$ cat config.mk
export PLATFORM = sky130hd
export DESIGN_NAME = hz8_ctl
export DESIGN_NICKNAME = d
export VERILOG_FILES = /design/src/rtl/hz_pkg.sv /design/src/rtl/hz_fwd_pick.sv /design/src/rtl/hz_data_chk.sv /design/src/rtl/hz_flush_ctl.sv /design/src/rtl/hz8_ctl.sv
export SDC_FILE = /design/constraint.sdc
export NUM_CORES = 1
export LEC_CHECK = 0
export ABC_AREA = 1
export BUFFER_PORTS_ARGS = -buffer_cell sky130_fd_sc_hd__buf_2
export CAP_MARGIN = 5
export CORE_UTILIZATION = 40
export CTS_BUF_LIST = sky130_fd_sc_hd__clkbuf_8
export DETAILED_ROUTE_END_ITERATION = 10
export PLACE_DENSITY = 0.84
export SYNTH_ARGS = -nofsm -noshare
export SYNTH_HDL_FRONTEND = slang
export SYNTH_SLANG_ARGS = --single-unit
$ cat constraint.sdc
create_clock -name clk -period 1.2 [get_ports clk]
set_input_delay 0.18 -clock clk [delete_from_list [all_inputs] [get_ports clk]]
set_output_delay 0.18 -clock clk [all_outputs]
set_load 0.01 [all_outputs]
$ cat src/rtl/hz_pkg.sv
// Shared types for the eight-stage hazard controller.
// Assumes: select codes are decoded by the ID/EX1 operand muxes.
package hz_pkg;
    typedef enum logic [1:0] {
        FWD_RF = 2'd0,
        FWD_X2 = 2'd1,
        FWD_M1 = 2'd2,
        FWD_WB = 2'd3
    } fwd_sel_e;
endpackage

$ cat src/rtl/hz_fwd_pick.sv
// Forward select for one ID/EX1 operand: youngest matching buffer wins,
// loads still in flight before MEM2/WB are never picked.
// Assumes: the data-stall logic covers the case where the youngest match is a load.
module hz_fwd_pick #(
    parameter int REG_W    = 8,
    parameter int NUM_REGS = 32
) (
    input  logic             clk,
    input  logic             rst_n,
    input  logic [REG_W-1:0] src,
    input  logic [REG_W-1:0] x2_dst,
    input  logic             x2_we,
    input  logic             x2_ld,
    input  logic [REG_W-1:0] m1_dst,
    input  logic             m1_we,
    input  logic             m1_ld,
    input  logic [REG_W-1:0] wb_dst,
    input  logic             wb_we,
    output hz_pkg::fwd_sel_e sel
);
    import hz_pkg::*;

    localparam logic [REG_W-1:0] REG_LIM = REG_W'(NUM_REGS);

    logic src_ok, hit_x2, hit_m1, hit_wb;

    // Match each forwarding buffer against the operand.
    always_comb begin
        src_ok = (src < REG_LIM);
        hit_x2 = src_ok && x2_we && (x2_dst != '0) && (x2_dst < REG_LIM) && (x2_dst == src);
        hit_m1 = src_ok && m1_we && (m1_dst != '0) && (m1_dst < REG_LIM) && (m1_dst == src);
        hit_wb = src_ok && wb_we && (wb_dst != '0) && (wb_dst < REG_LIM) && (wb_dst == src);
    end

    // Priority pick: youngest match decides; an in-flight load yields no forward.
    always_comb begin
        if (hit_x2)      sel = x2_ld ? FWD_RF : FWD_X2;
        else if (hit_m1) sel = m1_ld ? FWD_RF : FWD_M1;
        else if (hit_wb) sel = FWD_WB;
        else             sel = FWD_RF;
    end

    a_r6_no_load_x2: assert property (@(posedge clk) disable iff (!rst_n)
        (sel == FWD_X2) |-> !x2_ld);
    a_r6_no_load_m1: assert property (@(posedge clk) disable iff (!rst_n)
        (sel == FWD_M1) |-> !m1_ld);
    a_r7_unused_src: assert property (@(posedge clk) disable iff (!rst_n)
        (src >= REG_LIM) |-> (sel == FWD_RF));
endmodule

$ cat src/rtl/hz_data_chk.sv
// Data-stall detection for the ID/EX1 instruction: any EX1/EX2 writer, or a
// load in EX2/MEM1 or MEM1/MEM2, matching a used source forces a stall.
// Assumes: EX1/EX2 has no forwarding path, loads forward only from MEM2/WB.
module hz_data_chk #(
    parameter int REG_W    = 8,
    parameter int NUM_REGS = 32,
    parameter int NUM_SRC  = 2
) (
    input  logic             clk,
    input  logic             rst_n,
    input  logic [REG_W-1:0] src_a,
    input  logic [REG_W-1:0] src_b,
    input  logic [REG_W-1:0] x1_dst,
    input  logic             x1_we,
    input  logic [REG_W-1:0] x2_dst,
    input  logic             x2_we,
    input  logic             x2_ld,
    input  logic [REG_W-1:0] m1_dst,
    input  logic             m1_we,
    input  logic             m1_ld,
    output logic             stall
);
    localparam logic [REG_W-1:0] REG_LIM = REG_W'(NUM_REGS);

    logic [REG_W-1:0]   srcs [NUM_SRC];
    logic [NUM_SRC-1:0] hit;
    logic               x1_real, x2_ldr, m1_ldr;

    assign srcs[0] = src_a;
    assign srcs[1] = src_b;

    // Qualify the producers that cannot be forwarded yet.
    always_comb begin
        x1_real = x1_we && (x1_dst != '0) && (x1_dst < REG_LIM);
        x2_ldr  = x2_we && x2_ld && (x2_dst != '0) && (x2_dst < REG_LIM);
        m1_ldr  = m1_we && m1_ld && (m1_dst != '0) && (m1_dst < REG_LIM);
    end

    for (genvar g = 0; g < NUM_SRC; g++) begin : g_src
        // Per-operand hazard against the unforwardable producers.
        always_comb begin
            hit[g] = (srcs[g] < REG_LIM) &&
                     ((x1_real && (x1_dst == srcs[g])) ||
                      (x2_ldr  && (x2_dst == srcs[g])) ||
                      (m1_ldr  && (m1_dst == srcs[g])));
        end
    end

    assign stall = |hit;

    a_r4_stall_source: assert property (@(posedge clk) disable iff (!rst_n)
        (stall && !x1_we && !x2_ld) |-> (m1_ld && m1_we));
    a_r8_zero_dst: assert property (@(posedge clk) disable iff (!rst_n)
        (x1_dst == '0 && !x2_we && !m1_we) |-> !stall);
endmodule

$ cat src/rtl/hz_flush_ctl.sv
// Fetch-flush control: a redirect flushes at once unless the front is held;
// a redirect seen under hold is kept and released when the hold drops.
// Assumes: hold already includes both structural and data stalls.
module hz_flush_ctl (
    input  logic clk,
    input  logic rst_n,
    input  logic redirect,
    input  logic hold,
    output logic flush
);
    logic pend, want;

    assign want  = redirect | pend;
    assign flush = want & ~hold;

    // Keep a redirect pending while the front is held.
    always_ff @(posedge clk) begin
        if (!rst_n) pend <= 1'b0;
        else        pend <= want & hold;
    end

    a_r10_no_flush_in_hold: assert property (@(posedge clk) disable iff (!rst_n)
        hold |-> !flush);
    a_r10_deferred: assert property (@(posedge clk) disable iff (!rst_n)
        (redirect && hold) |=> (hold || flush));
    a_r10_single: assert property (@(posedge clk) disable iff (!rst_n)
        (flush && !redirect) |=> (!flush || redirect));
endmodule

$ cat src/rtl/hz8_ctl.sv
// Hazard controller for an eight-stage in-order pipeline. Combines the
// single-port register-file conflict, the data-stall check, the per-operand
// forward selects and the fetch-flush control.
// Assumes: front_hold without de_hold means the pipe loads a no-op into ID/EX1.
module hz8_ctl #(
    parameter int REG_W    = 8,
    parameter int NUM_REGS = 32
) (
    input  logic             clk,
    input  logic             rst_n,
    input  logic [REG_W-1:0] id_src_a,
    input  logic [REG_W-1:0] id_src_b,
    input  logic [REG_W-1:0] de_src_a,
    input  logic [REG_W-1:0] de_src_b,
    input  logic [REG_W-1:0] x1_dst,
    input  logic             x1_we,
    input  logic [REG_W-1:0] x2_dst,
    input  logic             x2_we,
    input  logic             x2_ld,
    input  logic [REG_W-1:0] m1_dst,
    input  logic             m1_we,
    input  logic             m1_ld,
    input  logic [REG_W-1:0] wb_dst,
    input  logic             wb_we,
    input  logic             redirect,
    output logic             front_hold,
    output logic             de_hold,
    output logic             bubble,
    output logic             flush_fetch,
    output logic [1:0]       fwd_a,
    output logic [1:0]       fwd_b
);
    import hz_pkg::*;

    localparam int NUM_OPS = 2;
    localparam logic [REG_W-1:0] REG_LIM = REG_W'(NUM_REGS);

    logic [REG_W-1:0] de_src [NUM_OPS];
    fwd_sel_e         sel    [NUM_OPS];
    logic             wb_real, id_reads, port_clash, data_stall;

    assign de_src[0] = de_src_a;
    assign de_src[1] = de_src_b;

    // Single register-file port: write-back beats a decode read.
    always_comb begin
        wb_real    = wb_we && (wb_dst != '0) && (wb_dst < REG_LIM);
        id_reads   = (id_src_a < REG_LIM) || (id_src_b < REG_LIM);
        port_clash = wb_real && id_reads;
    end

    hz_data_chk #(.REG_W(REG_W), .NUM_REGS(NUM_REGS), .NUM_SRC(NUM_OPS)) u_data (
        .clk(clk), .rst_n(rst_n),
        .src_a(de_src_a), .src_b(de_src_b),
        .x1_dst(x1_dst), .x1_we(x1_we),
        .x2_dst(x2_dst), .x2_we(x2_we), .x2_ld(x2_ld),
        .m1_dst(m1_dst), .m1_we(m1_we), .m1_ld(m1_ld),
        .stall(data_stall)
    );

    for (genvar g = 0; g < NUM_OPS; g++) begin : g_op
        hz_fwd_pick #(.REG_W(REG_W), .NUM_REGS(NUM_REGS)) u_pick (
            .clk(clk), .rst_n(rst_n), .src(de_src[g]),
            .x2_dst(x2_dst), .x2_we(x2_we), .x2_ld(x2_ld),
            .m1_dst(m1_dst), .m1_we(m1_we), .m1_ld(m1_ld),
            .wb_dst(wb_dst), .wb_we(wb_we),
            .sel(sel[g])
        );
    end

    assign fwd_a = sel[0];
    assign fwd_b = sel[1];

    // Hold and bubble outputs.
    assign front_hold = port_clash | data_stall;
    assign de_hold    = data_stall;
    assign bubble     = data_stall;

    hz_flush_ctl u_flush (
        .clk(clk), .rst_n(rst_n),
        .redirect(redirect), .hold(front_hold),
        .flush(flush_fetch)
    );

    a_r1_port_clash: assert property (@(posedge clk) disable iff (!rst_n)
        (wb_we && wb_dst != '0 && wb_dst < REG_LIM && id_src_a < REG_LIM) |-> front_hold);
    a_r3_bubble_hold: assert property (@(posedge clk) disable iff (!rst_n)
        bubble |-> (front_hold && de_hold));
    a_r2_idle_no_hold: assert property (@(posedge clk) disable iff (!rst_n)
        (!x1_we && !x2_we && !m1_we && !wb_we) |-> !front_hold);
endmodule

==> impl_metrics.csv, run 1 <==
group,metric,value,unit
route,final_antenna_net_count,0,
logic_synthesis,syn-cell-area,1330,um2
sta,finalWorstSetupSlack,-379,ps
route,dr.pass1.iters,5,
worst_setup_path,path_delay_family,"simple AND/OR/NAND/NOR gates",
layout,top_register,"u_flush.pend",
sta,max_slew.worst_pin.slew,243,ps
sta,period_share,132,%
layout,nets,430,
floorplanning,die_w,59.7,um
pwr,power.leakage,1.25,nW
logic_synthesis,yosysSeqAreaShare,1.50,%
worst_setup_path,path_buf_inv,2,
sta,clock.fmax,633,MHz
worst_setup_path,worstSetupPathType,"input port to output pin",
pwr,finalPower,0.808,mW
sta,tns,-2830,ps
sta,clock_skew,0,ps
worst_setup_path,reg2reg_depth,2,
worst_setup_path,cp-end-kind,"output pin",
worst_setup_path,path_depth,11,
sta,finalSetupViolations,9,
pwr,ir_worst_vdd,0.202,mV
floorplanning,die-height,59.7,um
worst_setup_path,path_cells,"buf_6, nor2_4, nand2_2, nor2_2, nor2_1, nand3_1, nand3_2, nor2_4, nand2_4, nor2_4, buf_6",
clocking,cts_hold_buf,0,
layout,areaGrowthSynthToFinish,81.6,%
floorplanning,row_count,20,
sta,hold_viol_final,0,
floorplanning,core,3100,um2
status,status,"finished, violations left",
worst_setup_path,path_common_cell,"nor2_4",
route,wl_per_cell,14.9,um
worst_setup_path,worst-endpoint-arrival,1400,ps
run,maxCapViolations,0,
placement,io_buffers,70,
layout,drive_above_1_share,52.4,%
global_route,overflow,0,
clocking,clk_pin_slew_worst_paths,0,ps
layout,n_antenna_cell,0,
worst_setup_path,crit_fanout,4,
placement,placed_area,1810,um2
sta,rsz0062_at_grt,"true",
layout,reg_top3,"u_flush.pend x1",
sta,slew_violations,0,
route,drc,0,
worst_setup_path,cp_slowest_cell,"nor2_4",
placement,dp.final_hpwl,3640,um
route,routed_wl,5960,um
logic_synthesis,async_flop_share,0,%
floorplanning,io_pins,81,
logic_synthesis,synth_flop_cell,"dfxtp_1",
floorplanning,die-area,3570,um2
worst_setup_path,max_stage_delay,170,ps
status,violations,"setup timing",
worst_setup_path,cp-start-kind,"input port",
pwr,p_per_area,334,nW/um2
placement,gp_congestion,0.908,
global_route,grt_usage,30.4,%
worst_setup_path,critPathCapture,"flush_fetch",
route,drt-initial-drc-count,178,
route,viasPerCell,5.32,
logic_synthesis,synth_cell_type_count,25,
clocking,clk_latency,0,ps
worst_setup_path,critPathLaunch,"m1_dst[7]",
logic_synthesis,yosys_warnings,0,
worst_setup_path,r2r-start,"u_flush.pend$_SDFF_PN0_",
floorplanning,initial_core_util,43.0,%
global_route,grt_pass1_vias,1893,
worst_setup_path,required,1020,ps
global_route,antenna_found_initial,0,
global_route,grt_max_degree,7,
layout,fin_area,2420,um2
logic_synthesis,syn_inst,272,
logic_synthesis,synth-seq-cells,1,
sta,relSlewSlack,83.7,%
global_route,grt_pass1_wl,8400,um
logic_synthesis,synth_edf_count,0,
logic_synthesis,synth_nets,345,
sta,min_period,1580,ps
logic_synthesis,synth_area_per_cell,4.90,um2
worst_setup_path,rrSetupSlack,490,ps
min_path,hold_class,"input port to flop",
worst_setup_path,rr_endpoint,"u_flush.pend$_SDFF_PN0_",
layout,largest_reg_flops,1,
route,num_vias,2122,
[placed cells by master, fill, tap and decap left out, drive strengths merged, types with 3 or more instances in the layout]
cell / count
nand3: 15
nor2: 46
inv: 43
a21boi: 3
xor2: 3
o21ai: 3
nand2: 97
nand4: 8
xnor2: 28
o22ai: 3
nor3: 7
a21oi: 4
buf: 89
[cell type report]
cell class	count	area, um2
Multi-Input combinational cell	221	1430
Timing Repair Buffer	89	742
Fill cell	224	681
Inverter	44	174
Tap cell	44	55.1
Sequential cell	1	20.0
[layer usage]
layer	vias up	track usage (%)	part of all wire, %
met5	-	0	0
met1	947	36.7	37
met2	141	53.3	51
met4	0	15.3	4.8
met3	33	2.81	7.5
li1	1001	-	-
[what timing repair did]
item,CTS,global route
pin swaps,52,37
endpoints found under the hold margin,0,0
endpoints found under the setup margin,9,9
gates resized for setup,105,59
setup buffers,9,2
cloned,0,0
[worst reg2reg max path, cell delays in order, from the launching register on]
cell and delay, ps:
dfxtp_1 290, o21ai_0 240, a21oi_2 50
[cells in the mapped netlist, types with 4 or more instances]
library cell / count / share of area, %
nand4_1: 8 / 3.8
a21oi_1: 4 / 1.5
nor3_1: 5 / 1.9
nand2_1: 96 / 27
buf_2: 5 / 1.9
nand3_1: 12 / 4.5
nor2_1: 41 / 12
inv_2: 7 / 2.0
nor2_2: 4 / 1.9
xnor2_1: 28 / 18
inv_1: 36 / 10
[through the flow]
step                      hold WS, ps  utilization (%)  setup WS [ps]  std cells
final                             474             78.1           -379        399
after global placement            443             58.3           -346        389
after global routing              482             78.1           -461        399
after floorplan                   318                -          -76.9        272
after CTS                         462             72.1           -267        398
after detailed placement          451             58.3           -352        389
[kinds of logic after synthesis]
family          share of synthesized area, %
compound gates                          6.29
xor+xnor                                20.4
buf+inv                                 14.8
flops                                   1.50
simple gates                            57.0
[worst min path at each step]
stage          slack (ps)                 endpoint   from  depth (start not counted)
4_1_cts               460  u_flush.pend$_SDFF_PN0_  rst_n                          3
3_5_place_dp          450  u_flush.pend$_SDFF_PN0_  rst_n                          3
5_1_grt               480  u_flush.pend$_SDFF_PN0_  rst_n                          3
2_1_floorplan         320  u_flush.pend$_SDFF_PN0_  rst_n                          2
6_report              470  u_flush.pend$_SDFF_PN0_  rst_n                          3
3_3_place_gp          440  u_flush.pend$_SDFF_PN0_  rst_n                          3
[power by group]
group / leakage [nW] / internal, mW / switching, mW / total [mW]
logic: 1.24 / 0.373 / 0.401 / 0.774
clock network: 0 / 0 / 0 / 0
registers: 0.00805 / 0.0341 / 0.0000690 / 0.0341
total: 1.25 / 0.407 / 0.401 / 0.808
(Power assumes the default switching activity.)
==> run 2, diff against run 1 <==
SETUP_SLACK_MARGIN = 0.1   (was not set)
SKIP_CTS_REPAIR_TIMING = 1   (was not set)
==> run 2 against run 1 <==
The flow still finishes with violations (setup timing). Die area is the same. Combinational power shrank 12%. Core utilization shrank 6.7 points. Sequential power is essentially flat. Final area shrank 8.5%. Via count shrank 8.8%. Global-route usage shrank 7.4 points. Worst hold slack lost 37 ps. Power shrank 11%. Largest cell class unchanged.
==> impl_metrics.csv, run 2 (same netlist as run 1, synthesis figures left out) <==
group,metric,value,unit
worst_setup_path,cp_slowest_cell,"nor3_1",
floorplanning,die-height,59.7,um
status,violations,"setup timing",
sta,clock.fmax,664,MHz
pwr,finalPower,0.716,mW
worst_setup_path,max_stage_delay,220,ps
floorplanning,die-area,3570,um2
worst_setup_path,required,1020,ps
worst_setup_path,rrSetupSlack,580,ps
pwr,power.leakage,1.15,nW
sta,rsz0062_at_grt,"true",
layout,multi_input_area,1360,um2
placement,io_buffers,70,
layout,register_area,20.0,um2
min_path,min_path_cells,3,
layout,final_cell_mix,"nand2_1 (86), buf_2 (40), xnor2_1 (23), buf_4 (23), inv_1 (22)",
floorplanning,initial_core_util,43.0,%
placement,gp_congestion,0.957,
status,status,"finished, violations left",
floorplanning,row_count,20,
global_route,grt_pass1_wl,6420,um
global_route,overflow,0,
floorplanning,core,3100,um2
worst_setup_path,path_depth,10,
worst_setup_path,r2r-start,"u_flush.pend$_SDFF_PN0_",
layout,n_fill_cell,277,
worst_setup_path,path_buf_inv,3,
worst_setup_path,path_cells,"buf_2, inv_1, nand2_1, nand4_1, nor3_1, nand2_1, nor2_2, nand2_2, a21boi_2, buf_2",
pwr,p_per_area,323,nW/um2
layout,final_common_cell,"nand2_1",
layout,drive_above_1_share,48.1,%
worst_setup_path,path_delay_family,"simple AND/OR/NAND/NOR gates",
route,routed_wl,4740,um
layout,top_register,"u_flush.pend",
layout,areaGrowthSynthToFinish,66.1,%
min_path,holdPathEnd,"u_flush.pend$_SDFF_PN0_",
clocking,clk_pin_slew_worst_paths,0,ps
route,drc,0,
layout,nets,424,
sta,slew_violations,0,
pwr,ir_worst_vdd,0.205,mV
layout,reg_top3,"u_flush.pend x1",
worst_setup_path,crit_fanout,3,
clocking,clk_latency,0,ps
global_route,grt_pass1_vias,1532,
sta,max_slew.worst_pin.slew,306,ps
route,drt-initial-drc-count,103,
worst_setup_path,reg2reg_depth,2,
layout,fin_area,2220,um2
route,dr.pass1.iters,4,
worst_setup_path,cp-end-kind,"output pin",
run,maxCapViolations,0,
global_route,antenna_found_initial,0,
min_path,hold_class,"input port to flop",
global_route,grt_max_degree,7,
placement,placed_area,1820,um2
sta,clock_skew,0,ps
worst_setup_path,rr_endpoint,"u_flush.pend$_SDFF_PN0_",
sta,hold_viol_final,0,
sta,finalWorstSetupSlack,-305,ps
worst_setup_path,worst-endpoint-arrival,1330,ps
sta,min_period,1510,ps
sta,period_share,125,%
route,final_antenna_net_count,0,
route,wl_per_cell,12.1,um
min_path,min_from,"rst_n",
worst_setup_path,worstSetupPathType,"input port to output pin",
worst_setup_path,cp-start-kind,"input port",
route,viasPerCell,4.93,
placement,dp.final_hpwl,3580,um
layout,largest_reg_flops,1,
global_route,grt_usage,23.1,%
sta,finalSetupViolations,9,
floorplanning,die_w,59.7,um
route,num_vias,1936,
sta,relSlewSlack,79.4,%
floorplanning,io_pins,81,
layout,n_antenna_cell,0,
layout,fin_util,71.4,%
[run 2: cell count changes in the layout (fill, tap and decap cells not counted), moves of 3 or more]
cell	previous run	this run
nand2_2	14	10
buf_6	25	18
nor2_2	15	21
buf_2	32	40
nand2_1	81	86
xnor2_2	10	4
nor2_1	20	16
xnor2_1	18	23
buf_4	26	23
[run 2: worst reg2reg max path: stages, from the launching register on]
cell     delay, ps
dfxtp_1        280
o21ai_0        160
a21oi_1         60
[run 2: final cells by class]
class                           count  area share (%)
Inverter                           44            7.62
Multi-Input combinational cell    221            61.4
Timing Repair Buffer               83            27.6
Sequential cell                     1           0.903
Tap cell                           44            2.48
[run 2: how the worst max path moves through the flow]
| stage | from | endpoint |
|---|---|---|
| 2_1_floorplan | de_src_a[4] | de_hold |
| 3_3_place_gp | de_src_a[7] | fwd_a[0] |
| 3_5_place_dp | de_src_a[7] | fwd_a[0] |
| 4_1_cts | de_src_a[7] | fwd_a[0] |
| 5_1_grt | de_src_a[0] | fwd_a[1] |
| 6_report | wb_dst[3] | fwd_a[1] |
[run 2: power breakdown]
group          internal (mW)  switching (mW)
clock                      0               0
combinational          0.323           0.358
sequential            0.0341       0.0000481
total                  0.358           0.358
[run 2: metrics by stage]
| step | setup slack (ps) | setup TNS, ps | hold slack, ps | std cells |
|---|---|---|---|---|
| 2_1_floorplan | -76.9 | -147 | 318 | 272 |
| 3_5_place_dp | -365 | -2490 | 443 | 388 |
| 5_1_grt | -367 | -2750 | 463 | 393 |
| 3_3_place_gp | -374 | -2200 | 441 | 388 |
| 6_report | -305 | -1920 | 437 | 393 |
| 4_1_cts | -366 | -2490 | 444 | 388 |
[run 2: metal layers]
| metal | vias up | wire (um) | global-route usage, % |
|---|---|---|---|
| met3 | 10 | 274 | 0.649 |
| met2 | 81 | 2390 | 39.0 |
| met1 | 860 | 1950 | 32.1 |
| met4 | 0 | 129 | 5.65 |
| li1 | 985 | - | - |
| met5 | - | 0 | 0 |
==> run 3, diff against run 2 <==
PLACE_DENSITY = 0.81   (was 0.84)
clock period = 1.4 ns   (was 1.2 ns; I/O delays follow)
==> run 3 against run 2 <==
The flow still finishes with violations (setup timing). Combinational power fell by 18%. Flip-flop and latch count unchanged. First-iteration DRC count shrank 5.8%. Worst hold slack better by 27 ps. Final cell count down 0.51%. Critical endpoint is now flush_fetch. Largest cell class unchanged.
==> impl_metrics.csv, run 3 (same netlist as run 1, synthesis figures left out) <==
group,metric,value,unit
clocking,clk_latency,0,ps
sta,rsz0062_at_grt,"true",
sta,slew_violations,0,
status,violations,"setup timing",
worst_setup_path,rr_endpoint,"u_flush.pend$_SDFF_PN0_",
worst_setup_path,critPathLaunch,"de_src_a[1]",
sta,clock.fmax,648,MHz
sta,relSlewSlack,85.9,%
sta,whs,464,ps
layout,fin_util,68.8,%
floorplanning,die_w,59.7,um
floorplanning,die-area,3570,um2
worst_setup_path,worstSetupPathType,"input port to output pin",
worst_setup_path,worst-endpoint-arrival,1330,ps
floorplanning,io_pins,81,
route,routed_wl,4490,um
route,viasPerCell,4.73,
pwr,ir_worst_vdd,0.166,mV
worst_setup_path,crit_fanout,5,
min_path,hold_class,"input port to flop",
sta,max_slew.worst_pin.slew,209,ps
floorplanning,initial_core_util,43.0,%
route,num_vias,1850,
pwr,p_per_area,276,nW/um2
layout,final_common_cell,"nand2_1",
layout,top_register,"u_flush.pend",
route,dr.pass1.iters,4,
worst_setup_path,rrSetupSlack,790,ps
worst_setup_path,reg2reg_depth,2,
route,wl_per_cell,11.5,um
floorplanning,core,3100,um2
layout,drive_above_1_share,42.7,%
global_route,grt_pass1_vias,1586,
layout,instances_no_fill,391,
global_route,grt_max_degree,7,
clocking,clk_pin_slew_worst_paths,0,ps
worst_setup_path,cp-end-kind,"output pin",
min_path,min_from,"rst_n",
pwr,power.leakage,1.15,nW
sta,min_period,1540,ps
floorplanning,row_count,20,
placement,placed_area,1790,um2
worst_setup_path,critPathCapture,"flush_fetch",
floorplanning,die-height,59.7,um
placement,dp.final_hpwl,3570,um
run,maxCapViolations,0,
worst_setup_path,required,1190,ps
layout,reg_top3,"u_flush.pend x1",
route,final_antenna_net_count,0,
sta,finalSetupViolations,9,
global_route,antenna_found_initial,0,
status,status,"finished, violations left",
global_route,grt_pass1_wl,6730,um
layout,fin_area,2130,um2
layout,n_fill_cell,294,
route,drc,0,
layout,largest_reg_flops,1,
sta,period_share,110,%
worst_setup_path,r2r-start,"u_flush.pend$_SDFF_PN0_",
global_route,grt_usage,24.2,%
layout,final_cell_mix,"nand2_1 (92), buf_2 (48), nor2_1 (26), inv_1 (24), xnor2_1 (21)",
layout,n_antenna_cell,0,
route,drt-initial-drc-count,97,
placement,gp_congestion,0.960,
sta,clock_skew,0,ps
layout,areaGrowthSynthToFinish,59.9,%
sta,finalWorstSetupSlack,-144,ps
sta,hold_viol_final,0,
placement,dp.cells,388,
layout,nets,422,
global_route,overflow,0,
placement,io_buffers,70,
worst_setup_path,cp-start-kind,"input port",
==> run 3: cell count changes in the layout (fill, tap and decap cells not counted), sizes merged <==
cell	change
buf	-4
clkinv	+1
clkbuf	+2
inv	-1
==> run 3: critical path: stages <==
cell and delay, ps:
buf_2 140, inv_2 60, nand2_1 50, nand2_1 50, nor2_1 140, nand2_1 80
nor2_2 130, nand2_1 110, nand3_2 90, nor2_4 50, nand2_4 60, nor2_4 30
buf_6 120
==> run 3: routing by layer <==
metal	up-vias	wire (um)	global-route usage, %
li1	983	-	-
met1	777	1840	33.9
met2	84	2240	41.1
met3	6	324	0.433
met4	0	82	5.32
met5	-	0	0
==> run 3: layout make-up <==
| cell class | instances | area (um2) | area share (%) |
|---|---|---|---|
| repair buffers | 81 | 562 | 26.3 |
| inverters | 44 | 179 | 8.39 |
| multi-input cells | 221 | 1320 | 61.8 |
| flip-flops and latches | 1 | 20.0 | 0.938 |
| well taps | 44 | 55.1 | 2.58 |
==> run 3: report_power, final <==
part	switching [mW]	internal, mW	total (mW)	leakage, nW
Combinational	0.292	0.268	0.561	1.14
Sequential	0.0000448	0.0292	0.0292	0.00805
Clock	0	0	0	0
==> run 3: worst min-delay path by stage <==
stage	cells after the start	to	slack (ps)
3_5_place_dp	3	u_flush.pend$_SDFF_PN0_	470
4_1_cts	3	u_flush.pend$_SDFF_PN0_	470
3_3_place_gp	3	u_flush.pend$_SDFF_PN0_	460
2_1_floorplan	2	u_flush.pend$_SDFF_PN0_	350
5_1_grt	3	u_flush.pend$_SDFF_PN0_	510
6_report	3	u_flush.pend$_SDFF_PN0_	460
==> run 3: stage by stage <==
step / worst slack [ps] / setup TNS (ps) / total power, mW
6_report: -144 / -904 / 0.590
5_1_grt: -232 / -1710 / 0.649
4_1_cts: -204 / -1200 / 0.474
3_5_place_dp: -201 / -1150 / 0.472
3_3_place_gp: -195 / -1090 / 0.464
2_1_floorplan: 63.1 / 0 / 0.280
